==> src/rtl/sac_pkg.sv <==
package sac_pkg;

    localparam int WL_SEL_W = 3;
    localparam int WCNT_W   = 5;

    typedef enum logic [2:0] {
        FS_OFF,
        FS_FILL,
        FS_PEND,
        FS_SYNC,
        FS_BODY,
        FS_EXT
    } fs_state_e;

    // Maps the word length code onto the number of bits per word.
    function automatic logic [WCNT_W-1:0] word_len(input logic [WL_SEL_W-1:0] sel);
        logic [WCNT_W-1:0] n;
        unique case (sel)
            3'd0: n = 5'd8;
            3'd1: n = 5'd10;
            3'd2: n = 5'd12;
            3'd3: n = 5'd16;
            3'd4: n = 5'd18;
            3'd5: n = 5'd20;
            3'd6: n = 5'd22;
            3'd7: n = 5'd24;
        endcase
        return n;
    endfunction

endpackage

==> src/rtl/sac_sync.sv <==
module sac_sync #(
    parameter int STAGES = 2
) (
    input  logic clk,
    input  logic rst_n,
    input  logic d,
    output logic q
);

    generate
        if (STAGES <= 1) begin : g_one
            logic ff;
            always_ff @(posedge clk or negedge rst_n) begin
                if (!rst_n) ff <= 1'b0;
                else        ff <= d;
            end
            assign q = ff;
        end else begin : g_chain
            logic [STAGES-1:0] ff;
            always_ff @(posedge clk or negedge rst_n) begin
                if (!rst_n) ff <= '0;
                else        ff <= {ff[STAGES-2:0], d};
            end
            assign q = ff[STAGES-1];
        end
    endgenerate

endmodule

==> src/rtl/sac_prescaler.sv <==
module sac_prescaler #(
    parameter int PM_W        = 8,
    parameter int PSR_DIV     = 8,
    parameter int SYNC_STAGES = 2
) (
    input  logic            clk,
    input  logic            rst_n,
    input  logic            en,
    input  logic            net_tick,
    input  logic            psr,
    input  logic [PM_W-1:0] pm,
    input  logic            int_sel,
    input  logic            ext_bclk,
    output logic            bclk,
    output logic            bt
);

    localparam int PSR_W = (PSR_DIV > 1) ? $clog2(PSR_DIV) : 1;

    logic [PSR_W-1:0] pcnt;
    logic [PM_W-1:0]  mcnt;
    logic             bclk_q;
    logic             bt_q;
    logic             stage1;
    logic             toggle;
    logic             run;
    logic             eb;
    logic             eb_d;

    assign run    = en && int_sel;
    assign stage1 = psr ? (net_tick && (pcnt == PSR_W'(PSR_DIV - 1))) : net_tick;
    assign toggle = stage1 && (mcnt >= pm);

    always_ff @(posedge clk or negedge rst_n) begin
        if (!rst_n) begin
            pcnt   <= '0;
            mcnt   <= '0;
            bclk_q <= 1'b0;
            bt_q   <= 1'b0;
        end else if (!run) begin
            pcnt   <= '0;
            mcnt   <= '0;
            bclk_q <= 1'b0;
            bt_q   <= 1'b0;
        end else begin
            if (psr && net_tick)
                pcnt <= (pcnt == PSR_W'(PSR_DIV - 1)) ? '0 : pcnt + 1'b1;
            if (stage1)
                mcnt <= toggle ? '0 : mcnt + 1'b1;
            if (toggle)
                bclk_q <= ~bclk_q;
            bt_q <= toggle && !bclk_q;
        end
    end

    sac_sync #(.STAGES(SYNC_STAGES)) u_bsync (
        .clk   (clk),
        .rst_n (rst_n),
        .d     (ext_bclk),
        .q     (eb)
    );

    always_ff @(posedge clk or negedge rst_n) begin
        if (!rst_n) eb_d <= 1'b0;
        else        eb_d <= eb;
    end

    assign bclk = int_sel ? bclk_q : (en && eb);
    assign bt   = int_sel ? bt_q   : (en && eb && !eb_d);

    // a bit start is never followed by another in the next cycle
    a_r4_bt_single: assert property (@(posedge clk) disable iff (!rst_n)
        bt_q |=> !bt_q);

    // a disabled prescaler holds its clock low and its divider at zero
    a_r10_pre_idle: assert property (@(posedge clk) disable iff (!rst_n)
        !en |=> (!bclk_q && mcnt == '0 && pcnt == '0));

endmodule

==> src/rtl/sac_framer.sv <==
module sac_framer
    import sac_pkg::*;
#(
    parameter int FRM_W       = 5,
    parameter int SYNC_STAGES = 2
) (
    input  logic                clk,
    input  logic                rst_n,
    input  logic                en,
    input  logic                bt,
    input  logic [WL_SEL_W-1:0] wl_sel,
    input  logic [FRM_W-1:0]    frm_m1,
    input  logic                fs_int,
    input  logic                ext_fs,
    output logic                word_stb,
    output logic                fs
);

    fs_state_e           state;
    fs_state_e           nxt;
    logic [WCNT_W-1:0]   cnt;
    logic [FRM_W-1:0]    wcnt;
    logic [WL_SEL_W-1:0] wl_sh;
    logic [FRM_W-1:0]    fm_sh;
    logic                stb_q;
    logic                fq;
    logic                fq_d;
    logic                ext_rise;
    logic                frame_done;
    logic                restart;
    logic                last_bit;
    logic [WCNT_W-1:0]   wl_cur;

    sac_sync #(.STAGES(SYNC_STAGES)) u_fsync (
        .clk   (clk),
        .rst_n (rst_n),
        .d     (ext_fs),
        .q     (fq)
    );

    always_ff @(posedge clk or negedge rst_n) begin
        if (!rst_n) fq_d <= 1'b0;
        else        fq_d <= fq;
    end

    assign ext_rise   = fq && !fq_d;
    assign wl_cur     = word_len(wl_sh);
    assign last_bit   = (cnt == wl_cur - 5'd1);
    assign frame_done = stb_q && (wcnt == fm_sh);
    assign restart    = (state == FS_EXT) && ext_rise;

    // Next state
    always_comb begin
        nxt = state;
        unique case (state)
            FS_OFF:  nxt = fs_int ? FS_FILL : FS_EXT;
            FS_FILL: if (!fs_int) nxt = FS_EXT;
                     else if (frame_done) nxt = FS_PEND;
            FS_PEND: if (!fs_int) nxt = FS_EXT;
                     else if (bt) nxt = FS_SYNC;
            FS_SYNC: if (!fs_int) nxt = FS_EXT;
                     else if (bt) nxt = FS_BODY;
            FS_BODY: if (!fs_int) nxt = FS_EXT;
                     else if (frame_done) nxt = FS_PEND;
            FS_EXT:  if (fs_int) nxt = FS_FILL;
            default: nxt = FS_OFF;
        endcase
    end

    // State register
    always_ff @(posedge clk or negedge rst_n) begin
        if (!rst_n)   state <= FS_OFF;
        else if (!en) state <= FS_OFF;
        else          state <= nxt;
    end

    // Counters and shadow configuration
    always_ff @(posedge clk or negedge rst_n) begin
        if (!rst_n) begin
            cnt   <= '0;
            wcnt  <= '0;
            stb_q <= 1'b0;
            wl_sh <= '0;
            fm_sh <= '0;
        end else if (!en) begin
            cnt   <= '0;
            wcnt  <= '0;
            stb_q <= 1'b0;
            wl_sh <= wl_sel;
            fm_sh <= frm_m1;
        end else begin
            if (restart) begin
                cnt  <= '0;
                wcnt <= '0;
            end else begin
                if (bt)
                    cnt <= last_bit ? '0 : cnt + 1'b1;
                if (stb_q)
                    wcnt <= frame_done ? '0 : wcnt + 1'b1;
            end
            stb_q <= bt && !restart && last_bit;
            if (restart || (state == FS_PEND && bt)) begin
                wl_sh <= wl_sel;
                fm_sh <= frm_m1;
            end
        end
    end

    // Outputs
    always_comb begin
        word_stb = stb_q;
        fs       = (state == FS_SYNC) || (state == FS_EXT && fq);
    end

    // the bit index never reaches the word length
    a_r1_cnt_range: assert property (@(posedge clk) disable iff (!rst_n)
        cnt < wl_cur);

    // the word strobe lasts one cycle
    a_r1_stb_single: assert property (@(posedge clk) disable iff (!rst_n)
        stb_q |=> !stb_q);

    // the word index stays inside the frame
    a_r2_wcnt_range: assert property (@(posedge clk) disable iff (!rst_n)
        wcnt <= fm_sh);

    // an internal sync rises right after a bit start
    a_r3_fs_on_bit: assert property (@(posedge clk) disable iff (!rst_n)
        ($rose(fs) && state == FS_SYNC) |-> $past(bt));

    // shadow word length stays fixed inside the frame body
    a_r9_shadow_hold: assert property (@(posedge clk) disable iff (!rst_n)
        (state == FS_BODY) |-> $stable(wl_sh));

    // disabling clears the machine and counters
    a_r10_off: assert property (@(posedge clk) disable iff (!rst_n)
        !en |=> (state == FS_OFF && cnt == '0 && wcnt == '0));

endmodule

==> src/rtl/sac_clock_chain.sv <==
module sac_clock_chain
    import sac_pkg::*;
#(
    parameter int PM_W         = 8,
    parameter int FRM_W        = 5,
    parameter int PSR_DIV      = 8,
    parameter int SYNC_STAGES  = 2,
    parameter int MIN_BCLK_CYC = 5
) (
    input  logic                clk,
    input  logic                rst_n,
    input  logic                en,
    input  logic                net_clk,
    input  logic                net_tick,
    input  logic [WL_SEL_W-1:0] wl_sel,
    input  logic                psr,
    input  logic [PM_W-1:0]     pm,
    input  logic [FRM_W-1:0]    frm_m1,
    input  logic                bclk_int,
    input  logic                fs_int,
    input  logic                sync_mode,
    input  logic                nclk_oe,
    input  logic                ext_bclk,
    input  logic                ext_fs,
    output logic                bclk_o,
    output logic                word_stb_o,
    output logic                fs_o,
    output logic                nclk_o,
    output logic                cfg_err_o
);

    localparam int DIV_W = PM_W + $clog2(PSR_DIV + 1) + 2;

    logic             bt;
    logic [DIV_W-1:0] half;
    logic             fwd_en;

    sac_prescaler #(
        .PM_W        (PM_W),
        .PSR_DIV     (PSR_DIV),
        .SYNC_STAGES (SYNC_STAGES)
    ) u_pre (
        .clk      (clk),
        .rst_n    (rst_n),
        .en       (en),
        .net_tick (net_tick),
        .psr      (psr),
        .pm       (pm),
        .int_sel  (bclk_int),
        .ext_bclk (ext_bclk),
        .bclk     (bclk_o),
        .bt       (bt)
    );

    sac_framer #(
        .FRM_W       (FRM_W),
        .SYNC_STAGES (SYNC_STAGES)
    ) u_frm (
        .clk      (clk),
        .rst_n    (rst_n),
        .en       (en),
        .bt       (bt),
        .wl_sel   (wl_sel),
        .frm_m1   (frm_m1),
        .fs_int   (fs_int),
        .ext_fs   (ext_fs),
        .word_stb (word_stb_o),
        .fs       (fs_o)
    );

    // Half bit period in network ticks for the internal divider
    assign half = (DIV_W'(pm) + DIV_W'(1)) * (psr ? DIV_W'(PSR_DIV) : DIV_W'(1));

    assign cfg_err_o = en && bclk_int && ((half << 1) < DIV_W'(MIN_BCLK_CYC));

    assign fwd_en = en && bclk_int && fs_int && sync_mode && nclk_oe;
    assign nclk_o = net_clk && fwd_en;

endmodule

==> config.mk <==
export PLATFORM = sky130hd
export DESIGN_NAME = sac_clock_chain
export DESIGN_NICKNAME = d
export VERILOG_FILES = /design/src/rtl/sac_pkg.sv /design/src/rtl/sac_sync.sv /design/src/rtl/sac_prescaler.sv /design/src/rtl/sac_framer.sv /design/src/rtl/sac_clock_chain.sv
export SDC_FILE = /design/constraint.sdc
export NUM_CORES = 1
export LEC_CHECK = 0
export ABC_AREA = 1
export BUFFER_PORTS_ARGS = -buffer_cell sky130_fd_sc_hd__buf_2
export CAP_MARGIN = 30
export CORE_MARGIN = 2
export CORE_UTILIZATION = 25
export DETAILED_ROUTE_END_ITERATION = 8
export PLACE_DENSITY = 0.52
export SYNTH_ARGS = -nofsm -noshare
export SYNTH_HDL_FRONTEND = slang
export SYNTH_SLANG_ARGS = --single-unit
==> constraint.sdc <==
create_clock -name clk -period 7.55 [get_ports clk]
set_input_delay 1.51 -clock clk [delete_from_list [all_inputs] [get_ports clk]]
set_output_delay 1.51 -clock clk [all_outputs]
set_load 0.005 [all_outputs]
==> reports/metrics.csv, run 1 <==
metric;value;unit
initial core utilization;25.5;%
grt ovf;0;
via count;2391;
cts hold-fix bufs;0;
io pins;33;
# Max-Cap Violations;0;
CORE AREA;11400;sq um
Synth area leader;dfrtp_1;
CP Launch Type;input port;
hold depth;0;
post-synthesis instance total;379;
initial antenna violation count;0;
Fin. Hold Viols;0;
worst hold path type;reg -> reg;
Routed Antenna Nets;0;
met1 Track Usage GR;14.0;%
TritonCTS Buffers;5;
post-layout instance area;3430;sq um
Power Density;200;nW/um^2
CP Class;in -> out;
Syn-to-layout area delta;18.1;%
Hold Path End;u_pre.u_bsync.g_chain.ff[1];
DR iter-0 viols;112;
Worst EP required;6.04;ns
Antenna Cells;0;
r2r worst-path depth;11;
synth warn;0;
layout cell share with drive strength beyond 1;14.5;%
first-pass GRT wire length;10300;microns
CTS tree;yes;
HPWL after DPL;4560;microns
met3 GRT Util;1.69;%
# clock sinks;41;
Period minus WS final;5.12;ns
Worst EP arrival;3.61;ns
Port Buf Inserts;32;
clock skew;0.00546;ns
M2 GR Usage;15.3;%
outcome;finished, final reports clean;
via count of the first global-routing pass;2274;
area post-placement;3220;sq um
vias per cell;4.25;
Mean Syn Cell Area;7.66;sq um
Worst path max stage delay;0.48;ns
Pleak;0.00178;uW
Fmax;195;MHz
Final setup viols;0;
FF+latch count, synth;41;
fin. max-slew vios;0;
placer congestion estimate;0.807;
Tcrit/Tclk final;67.8;%
critical path's top delay family;adder cells;
setup_tns;0;ns
H-tree depth;2;
setup repair after global routing missed its margin;no;
die extent in x;112;microns
final net count;474;
sequential area share after synthesis;35.4;%
die height;112;microns
synthesized cell area;2900;sq um
Worst R2R End;u_frm.cnt[3];
R2R setup slack;5.55;ns
CP endpoint kind;output port;
clock edge transition at the registers on the reported setup and hold paths;0.06;ns
HP Start;u_pre.u_bsync.g_chain.ff[0];
drt wl/cell;10.3;microns
FP Rows;39;
Longest Clk Path Bufs;2;
Buf/Inv on CP;4;
Total GRT Usage;9.71;%
Max FO, Critical Path;5;
clk root buf;clkbuf_16;
Post CTS Setup Buffer Count;0;
post-cts repair resize count;0;
GRT Max-Usage Layer;met2;
drt total wl;5830;microns
top cell type's share of synthesized area;35.4;%
maximum vdd drop;0.0882;mV
DR pass1 iterations;4;
Die ar.;12500;sq um
fin cells;563;
Worst R2R Start;u_frm.wl_sh[0];
largest cells by area after synthesis;dfrtp_1 35%, ha_1 11%, nand2_1 11%, inv_1 6.6%, nor2_1 6.5%;
Synth cell types;32;
Hold Slack;0.349;ns
clock latency on the worst-skew pair;0.28;ns
Crit. Startpoint;pm[0];
CP max-delay cell;fa_1;
largest net degree at the start of global routing;42;
residual DRC count;0;
crit-path cells;buf_2, ha_1, nand2_1, o21ai_0, nand3_1, o21ai_0, ha_1, inv_1, fa_1, nand3b_1, nor2_1, nand3_1, nor2_1, nand2_1, inv_1, buf_2;
DP Cell Count;554;
-- flip-flops by register name, summed over array words and instances, names as in the netlist --
name / flops
u_pre.bt_q: 1
u_pre.bclk_q: 1
u_pre.eb_d: 1
u_frm.wl_sh: 3
u_frm.fq_d: 1
u_pre.mcnt: 8
u_frm.word_stb: 1
u_frm.wcnt: 5
u_frm.u_fsync.g_chain.ff: 2
u_pre.pcnt: 3
u_frm.cnt: 5
u_frm.fm_sh: 5
u_frm.state: 3
u_pre.u_bsync.g_chain.ff: 2
-- cell families (layout without fill, tap and decap cells) --
logic type,after synthesis,count (layout),synth area share (%)
simple gates,195,195,29.5
buf+inv,55,92,7.98
flops,41,41,35.4
compound gates,40,40,9.19
fa+ha+maj,27,27,11.9
xor+xnor,17,17,5.13
other cells,2,6,0.259
mux,2,2,0.690
-- placed cells by master, fill, tap and decap left out, types with 4 or more instances in the layout --
cell,n
a21oi_1,12
a21oi_2,8
buf_2,32
clkbuf_16,5
conb_1,6
dfrtp_1,41
ha_1,26
inv_1,51
nand2_1,85
nand3_1,35
nand4_1,8
nor2_1,50
nor3_1,4
o21ai_0,14
xnor2_1,5
xor2_1,12
-- power breakdown --
| part | internal (uW) | total (uW) | switching [uW] |
|---|---|---|---|
| Sequential | 240 | 260 | 20.1 |
| Clock | 189 | 275 | 86.6 |
| Combinational | 59.3 | 151 | 91.4 |
| Total | 488 | 686 | 198 |
-- routing by layer --
layer,wire [microns],vias up,part of all wire (%)
li1,-,1293,-
met1,3030,1065,52
met2,2620,31,45
met3,154,2,2.6
met4,23,0,0.39
met5,0,-,0
-- cells in the mapped netlist, drive strengths merged --
library cell / instances
ha: 26
mux2i: 2
xor2: 12
a21boi: 1
a21o: 1
fa: 1
nand4: 8
o21ai: 15
and3: 2
nand3b: 2
nor2: 54
a31oi: 1
a21oi: 21
nand3: 35
inv: 51
dfrtp: 41
buf: 4
xnor2: 5
nor3: 4
o2111ai: 1
nand2: 90
conb: 2
-- metrics by stage --
step | power (uW) | util (%) | worst slack (ns)
after global placement | 410 | 28.3 | 2.47
after floorplan | 375 | - | 2.86
after global routing | 729 | 30.1 | 2.05
final | 686 | 30.1 | 2.43
after CTS | 695 | 30.0 | 2.43
after detailed placement | 415 | 28.3 | 2.43
-- worst max path at each step --
stage	to	cells past startpoint
CTS	cfg_err_o	16
global placement	cfg_err_o	16
finish	cfg_err_o	16
floorplan	cfg_err_o	13
global route	cfg_err_o	17
detailed placement	cfg_err_o	16
-- cell type report --
class | instances | area, sq um
Sequential cell | 41 | 1030
Timing Repair Buffer | 33 | 180
Tap cell | 143 | 179
Clock inverter | 3 | 65.1
Clock buffer | 5 | 125
Fill cell | 1225 | 7940
Inverter | 51 | 191
Multi-Input combinational cell | 287 | 1660
(Power assumes the default switching activity.)
==> inputs of run 2 (changes only) <==
--- a/config.mk
+++ b/config.mk
@@ -5,13 +5,13 @@
 export SDC_FILE = /design/constraint.sdc
 export NUM_CORES = 1
 export LEC_CHECK = 0
-export ABC_AREA = 1
+export ABC_AREA = 0
 export BUFFER_PORTS_ARGS = -buffer_cell sky130_fd_sc_hd__buf_2
 export CAP_MARGIN = 30
 export CORE_MARGIN = 2
 export CORE_UTILIZATION = 25
 export DETAILED_ROUTE_END_ITERATION = 8
-export PLACE_DENSITY = 0.52
+export PLACE_DENSITY = 0.53
 export SYNTH_ARGS = -nofsm -noshare
 export SYNTH_HDL_FRONTEND = slang
 export SYNTH_SLANG_ARGS = --single-unit
==> constraint.sdc (replaced) <==
create_clock -name clk -period 4.3 [get_ports clk]
set_input_delay 0.86 -clock clk [delete_from_list [all_inputs] [get_ports clk]]
set_output_delay 0.86 -clock clk [all_outputs]
set_load 0.005 [all_outputs]
==> run 2 against run 1 <==
  * Sequential share of layout area up 1.9 points
  * Synthesized cell count is 21% lower
  * Total power grew 14%
  * Clock power decreased by 15%
  * Non-clock buffer count up 1
  * Flip-flop and latch count unchanged
  * Final area decreased by 5.9%
  * Sequential power rose by 58%
  * Worst setup slack worse by 2.3 ns
==> reports/metrics.csv, run 2 <==
metric;value;unit;change
CP endpoint kind;output port;;
synth warn;0;;unchanged
Total GRT Usage;10.3;%;+0.58 points
Biggest register;u_pre.mcnt;;
Worst R2R Start;u_frm.wl_sh[1];;
Antenna Cells;0;;unchanged
DR pass1 iterations;4;;unchanged
area post-placement;3140;sq um;-2.4%
Syn-to-layout area delta;15.2;%;
largest cells by area after synthesis;dfrtp_1 37%, ha_1 12%, nand2_1 3.8%, mux2_2 3.6%, xor2_1 3.4%;;
CORE AREA;10900;sq um;-4.2%
vias per cell;4.72;;+11%
Layout fillers;1128;;-7.9%
H-tree depth;2;;unchanged
Mean Syn Cell Area;9.33;sq um;+22%
Main synth FF type;dfrtp_1;;
CTS tree;yes;;
final net count;395;;-17%
residual DRC count;0;;unchanged
post-layout instance area;3220;sq um;-5.9%
critical path's top delay family;simple AND/OR/NAND/NOR gates;;
Synth area leader;dfrtp_1;;
initial antenna violation count;0;;unchanged
HPWL after DPL;4460;microns;-2.2%
hold depth;0;;unchanged
crit-path cells;buf_2, ha_1, and3_1, xnor2_2, nand2_1, o21ai_0, ha_1, or4_1, nor4_1, o2111ai_1, a311oi_1, buf_2;;
r2r worst-path depth;10;;-1
commonest cells after routing, fill and taps aside;41 x dfrtp_1, 32 x buf_2, 28 x nand2_1;;
CP Launch Type;input port;;
worst hold path type;reg -> reg;;
# clock sinks;41;;unchanged
drt total wl;5840;microns;+0.26%
CP max-delay cell;or4_1;;
Routed Antenna Nets;0;;unchanged
Crit. Startpoint;pm[0];;
Worst EP required;3.44;ns;-2.60 ns
commonest non-fill, non-tap cell in the layout;dfrtp_1;;
Tcrit/Tclk final;96.2;%;
clock edge transition at the registers on the reported setup and hold paths;0.07;ns;about the same
Worst path depth;12;;-4
most numerous cell in the Yosys netlist;dfrtp_1;;
sequential area share after synthesis;36.7;%;+1.3 points
Power Density;243;nW/um^2;+22%
setup repair after global routing missed its margin;no;;
FFs w/ async S/R, synth;100;%;unchanged
drt wl/cell;12.2;microns;+18%
initial core utilization;25.7;%;+0.19 points
FP Rows;38;;-2.6%
Max-Slew Margin vs Limit;38.2;%;
via count of the first global-routing pass;2179;;-4.2%
first-pass GRT wire length;9910;microns;-3.8%
fin. max-slew vios;0;;unchanged
synthesized cell area;2800;sq um;-3.5%
die height;110;microns;-1.7%
Period minus WS final;4.14;ns;
most common library cells after synthesis;41 x dfrtp_1, 28 x nand2_1, 26 x ha_1, 22 x inv_1;;
Pleak;0.00146;uW;-18%
Tot Pwr;785;uW;+14%
fin util;29.6;%;-0.52 points
post-synthesis instance total;300;;-21%
setup_tns;0;ns;unchanged
max reg flops;8;;unchanged
Port Buf Inserts;32;;unchanged
die extent in x;110;microns;-1.7%
Fin. Hold Viols;0;;unchanged
FF+latch count, synth;41;;unchanged
DR iter-0 viols;96;;-14%
Longest Clk Path Bufs;2;;unchanged
Synth cell types;53;;+66%
HP Start;u_pre.u_bsync.g_chain.ff[0];;
maximum vdd drop;0.109;mV;+23%
io pins;33;;unchanged
layout cell share with drive strength beyond 1;17.4;%;+2.9 points
Worst EP arrival;3.28;ns;-0.33 ns
Fmax;242;MHz;
clk root buf;clkbuf_8;;
Worst R2R End;u_frm.cnt[2];;
largest net degree at the start of global routing;42;;unchanged
grt ovf;0;;unchanged
R2R setup slack;1.86;ns;-3.69 ns
# Max-Cap Violations;0;;unchanged
Worst path max stage delay;0.46;ns;-0.02 ns
Die ar.;12100;sq um;-3.4%
EDFF count, synth;0;;unchanged
Final setup viols;0;;unchanged
Max FO, Critical Path;6;;+1
Least-Margin Pin Slew;0.927;ns;
CP Class;in -> out;;
Buf/Inv on CP;2;;-2
outcome;finished, final reports clean;;
clock latency on the worst-skew pair;0.29;ns;about the same
top cell type's share of synthesized area;36.7;%;+1.3 points
TritonCTS Buffers;5;;unchanged
placer congestion estimate;0.799;;-0.99%
critical path endpoint;cfg_err_o;;
clock skew;0.00540;ns;-0.0000557 ns
via count;2263;;-5.4%
[run 2: changes by cell type in the layout (fill, tap and decap cells not counted), moves of 5 or more]
cell,previous run,this run
a21oi_2,8,0
nand2_1,85,28
nor4_1,0,7
inv_1,51,22
nand2b_1,0,9
mux2_2,0,9
nand3_1,35,19
nor2_1,50,19
clkbuf_16,5,0
clkbuf_8,0,5
[run 2: worst reg2reg max path: stages, from the launching register on]
cell and delay (ns):
dfrtp_1 0.42, inv_1 0.08, ha_1 0.14, nor2_1 0.07
or2_2 0.31, ha_1 0.21, xor2_1 0.17, and3_1 0.19
o22ai_1 0.29, o21ai_1 0.20, o311ai_1 0.26
[run 2: through the flow]
step / hold slack (ns) / setup slack [ns] / instances
after floorplan: 0.331 / 0.524 / 304
after global placement: 0.333 / 0.164 / 473
after detailed placement: 0.335 / 0.0728 / 473
after CTS: 0.353 / 0.0568 / 479
after global routing: 0.360 / 0.0152 / 479
final: 0.352 / 0.162 / 479
[run 2: logic make-up (layout without fill, tap and decap cells)]
kind of cell	Yosys count	count (layout)	synth area share (%)
xor gates and xnor gates	21	21	6.57
buffers and inverters	29	64	4.16
DFF	41	41	36.7
adders and majority gates	27	27	12.3
AOI/OAI and AO/OA	57	57	15.9
and+or+nand+nor	113	113	20.2
muxes	10	10	3.98
other	2	6	0.268
[run 2: per-layer routing]
metal | up-vias | part of all wire, % | GRT usage [%]
met5 | - | 0 | 0
met4 | 0 | 1.4 | 3.35
met3 | 8 | 2.8 | 2.07
met2 | 31 | 46 | 16.4
met1 | 1078 | 50 | 13.9
li1 | 1146 | - | -
[run 2: timing repair]
action	CTS	global route
hold buffers	0	0
endpoints found under the setup margin	0	1
gates resized for setup	0	2
setup buffers	0	0
[run 2: area by class of cell]
class	count	area, sq um	area share, %
clock buffer	5	68.8	2.13
clock inverter	1	5.00	0.155
inverter	24	90.1	2.79
multi-input combinational	234	1680	52.2
sequential	41	1030	31.8
tap	140	175	5.43
timing repair buffer	34	175	5.43
[run 2: worst min path at each step]
stage / endpoint / slack [ns]
floorplan: u_frm.u_fsync.g_chain.ff[1] / 0.33
global placement: u_pre.u_bsync.g_chain.ff[1] / 0.33
detailed placement: u_frm.u_fsync.g_chain.ff[1] / 0.33
CTS: u_frm.u_fsync.g_chain.ff[1] / 0.35
global route: u_pre.u_bsync.g_chain.ff[1] / 0.36
finish: u_pre.u_bsync.g_chain.ff[1] / 0.35
[run 2: power by group]
part           switching [uW]  internal [uW]  total (uW)
Clock                     126            107         233
Combinational            78.4           62.1         140
Sequential               13.2            399         412
==> inputs of run 3 (changes only) <==
--- a/config.mk
+++ b/config.mk
@@ -14,4 +14,5 @@
 export PLACE_DENSITY = 0.53
 export SYNTH_ARGS = -nofsm -noshare
 export SYNTH_HDL_FRONTEND = slang
+export SYNTH_HIERARCHICAL = 1
 export SYNTH_SLANG_ARGS = --single-unit
==> run 3 against run 2 <==
  * Clock skew increased by 0.00067 ns
  * Non-clock buffer count rose by 19
  * Register-to-register slack improved by 0.30 ns
  * Highest routed layer unchanged
  * Final cell count rose by 8.1%
  * Critical path type unchanged
==> reports/metrics.csv, run 3 <==
metric;value;unit;change
via count;2493;;+10%
# clock sinks;41;;unchanged
Biggest register;u_pre/mcnt;;
# Max-Cap Violations;0;;unchanged
net switching power;278;uW;+28%
Worst R2R Start;u_frm/wl_sh[0];;
Place WS;-0.0699;ns;-0.143 ns
Int Pwr;799;uW;+41%
Power Density;283;nW/um^2;+16%
xor and xnor area share after synthesis;7.33;%;+0.76 points
CP endpoint kind;output port;;
die height;113;microns;+3.2%
Longest Clk Path Bufs;2;;unchanged
Hold Path End;u_frm/u_fsync/g_chain.ff[1];;
clock edge transition at the registers on the reported setup and hold paths;0.06;ns;about the same
clock latency on the worst-skew pair;0.28;ns;about the same
sequential area share after synthesis;34.3;%;-2.3 points
Worst EP required;3.44;ns;about the same
max reg flops;8;;unchanged
Clock power frac;40.0;%;+10 points
Worst R2R End;u_frm/cnt[2];;
post-synthesis mux area share;4.82;%;+0.84 points
hold depth;0;;unchanged
via count of the first global-routing pass;2489;;+14%
main combinational cell family by area after synthesis;simple AND/OR/NAND/NOR gates;;
Synth area leader;dfrtp_1;;
Port Buf Inserts;32;;unchanged
drt total wl;6690;microns;+14%
synthesized cell area;2990;sq um;+6.8%
DR pass1 iterations;4;;unchanged
FFs w/ async S/R, synth;100;%;unchanged
DR iter-0 viols;95;;-1.0%
Period minus WS final;4.19;ns;+0.0505 ns
area post-placement;3370;sq um;+7.5%
layout cell share with drive strength beyond 1;27.2;%;+9.8 points
initial core utilization;25.8;%;+0.13 points
fin. max-slew vios;0;;unchanged
GRT Max-Usage Layer;met2;;
Pleak;0.00169;uW;+15%
Syn-to-layout area delta;27.5;%;
io pins;33;;unchanged
M2 GR Usage;18.7;%;+2.2 points
vias per cell;4.81;;+1.9%
CTS tree;yes;;
setup repair after global routing missed its margin;no;;
Least-Margin Pin Slew;0.763;ns;-0.164 ns
CP Launch Type;input port;;
final net count;429;;+8.6%
Antenna Cells;0;;unchanged
final worst slack;0.111;ns;-0.0505 ns
synth warn;6;;+6
Total GRT Usage;10.9;%;+0.65 points
Tot Pwr;1080;uW;+37%
clock skew;0.00607;ns;+0.000671 ns
placer congestion estimate;0.767;;-3.9%
initial antenna violation count;0;;unchanged
residual DRC count;0;;unchanged
largest cells by area after synthesis;dfrtp_1 34%, ha_1 11%, xnor2_1 4.4%, nand2_1 3.6%, nand3_1 3.0%;;
Max FO, Critical Path;5;;-1
HP Start;u_frm/u_fsync/g_chain.ff[0];;
Mean Syn Cell Area;9.40;sq um;+0.71%
TritonCTS Buffers;5;;unchanged
cts hold-fix bufs;0;;unchanged
Tcrit/Tclk final;97.4;%;+1.2 points
FP Rows;39;;+2.6%
Routed Antenna Nets;0;;unchanged
drt wl/cell;12.9;microns;+5.9%
maximum vdd drop;0.166;mV;+53%
commonest non-fill, non-tap cell in the layout;dfrtp_1;;
met3 GRT Util;1.66;%;-0.41 points
Synth Area in Compound Gates;14.8;%;-1.1 points
FF+latch count, synth;41;;unchanged
top cell type's share of synthesized area;34.3;%;-2.3 points
Max-Slew Margin vs Limit;48.7;%;+10 points
largest net degree at the start of global routing;38;;-9.5%
clk root buf;clkbuf_16;;
r2r worst-path depth;9;;-1
Final setup viols;0;;unchanged
die extent in x;113;microns;+3.2%
Die ar.;12800;sq um;+6.5%
HPWL after DPL;4830;microns;+8.2%
simple logic cell fraction of the synthesized area;22.9;%;+2.8 points
R2R setup slack;2.16;ns;+0.30 ns
CP Class;in -> out;;
post-synthesis instance total;318;;+6.0%
post-layout instance area;3810;sq um;+18%
first-pass GRT wire length;11600;microns;+17%
sw frac;25.8;%;-1.9 points
Fmax;239;MHz;-1.2%
Main synth FF type;dfrtp_1;;
Synth Area in Adders;11.6;%;-0.78 points
met1 Track Usage GR;14.1;%;+0.21 points
H-tree depth;2;;unchanged
CORE AREA;11600;sq um;+6.2%
most numerous cell in the Yosys netlist;dfrtp_1;;
sequential power share;39.3;%;-13 points
commonest cells after routing, fill and taps aside;41 x dfrtp_1, 29 x nand2_1, 28 x buf_2;;
most common library cells after synthesis;41 x dfrtp_1, 29 x nand2_1, 26 x ha_1, 21 x inv_1, 20 x nor2_1;;
worst hold path type;reg -> reg;;
EDFF count, synth;0;;unchanged
Fin. Hold Viols;0;;unchanged
grt ovf;0;;unchanged
outcome;finished, final reports clean;;
Worst EP arrival;3.33;ns;+0.05 ns
Synth cell types;64;;+21%
Comb pwr share;20.7;%;+2.8 points
-- run 3: cell count changes after synthesis, moves of 3 or more --
cell and change:
nor2b_1 +3, a211oi_1 +5, and2_1 -4, clkbuf_1 +4
nor4_1 -5, mux2i_1 +4, xnor2_1 +5, nand2b_1 -5
a21oi_1 -3, a311oi_1 -3
-- run 3: critical path, stage by stage --
cell and delay [ns]:
clkbuf_4 0.18, nand3_4 0.09, xor2_2 0.15, nor2_1 0.10, ha_2 0.21, ha_4 0.14
inv_2 0.03, fa_1 0.46, or4b_4 0.47, nor4_4 0.13, o221a_2 0.21, and4_1 0.18
buf_2 0.11
-- run 3: final cells by class --
cell class	instances	area (sq um)
inverter	21	78.8
clock inverter	1	30.0
multi-input combinational	252	1990
fill	1169	7750
tap	143	179
timing repair buffer	53	367
clock buffer	7	143
sequential	41	1030
-- run 3: cell families after synthesis --
family	Yosys count
buf+inv	29
fa+ha+maj	27
flops	41
other cells	2
compound gates	60
xor+xnor	25
mux	13
simple gates	121
-- run 3: worst max-delay path by stage --
stage	depth (start not counted)	from	slack, ns	end
after floorplan	11	pm[0]	0.32	cfg_err_o
after global placement	13	pm[0]	0.01	cfg_err_o
after detailed placement	13	pm[0]	-0.07	cfg_err_o
after CTS	14	pm[1]	-0.01	cfg_err_o
after global routing	14	pm[1]	0.01	cfg_err_o
final	13	pm[2]	0.11	cfg_err_o
-- run 3: power groups by stage --
stage	Clock (uW)	Combinational, uW	Sequential, uW
after global placement	0	181	429
final	431	223	423
after floorplan	0	139	417
after CTS	441	210	423
after global routing	462	251	427
after detailed placement	0	188	430
-- run 3: metrics by stage --
| stage | hold WS (ns) | instances | setup TNS [ns] | utilization, % |
|---|---|---|---|---|
| 6_report | 0.346 | 518 | 0 | 32.9 |
| 5_1_grt | 0.377 | 518 | 0 | 32.9 |
| 4_1_cts | 0.348 | 517 | -0.0132 | 32.2 |
| 3_5_place_dp | 0.335 | 496 | -0.0699 | 29.2 |
| 3_3_place_gp | 0.339 | 495 | 0 | 29.0 |
| 2_1_floorplan | 0.331 | 322 | 0 | - |
-- run 3: timing repair --
| item | in CTS | in global routing |
|---|---|---|
| pin swaps | 9 | 13 |
| endpoints found under the setup margin | 1 | 1 |
| gates resized for setup | 19 | 15 |
| setup buffers | 13 | 3 |
-- run 3: per-layer routing --
layer  routed length, microns  vias up
li1                         -     1252
met1                     3070     1188
met2                     3300       40
met3                      159       13
met4                      150        0
met5                        0        -
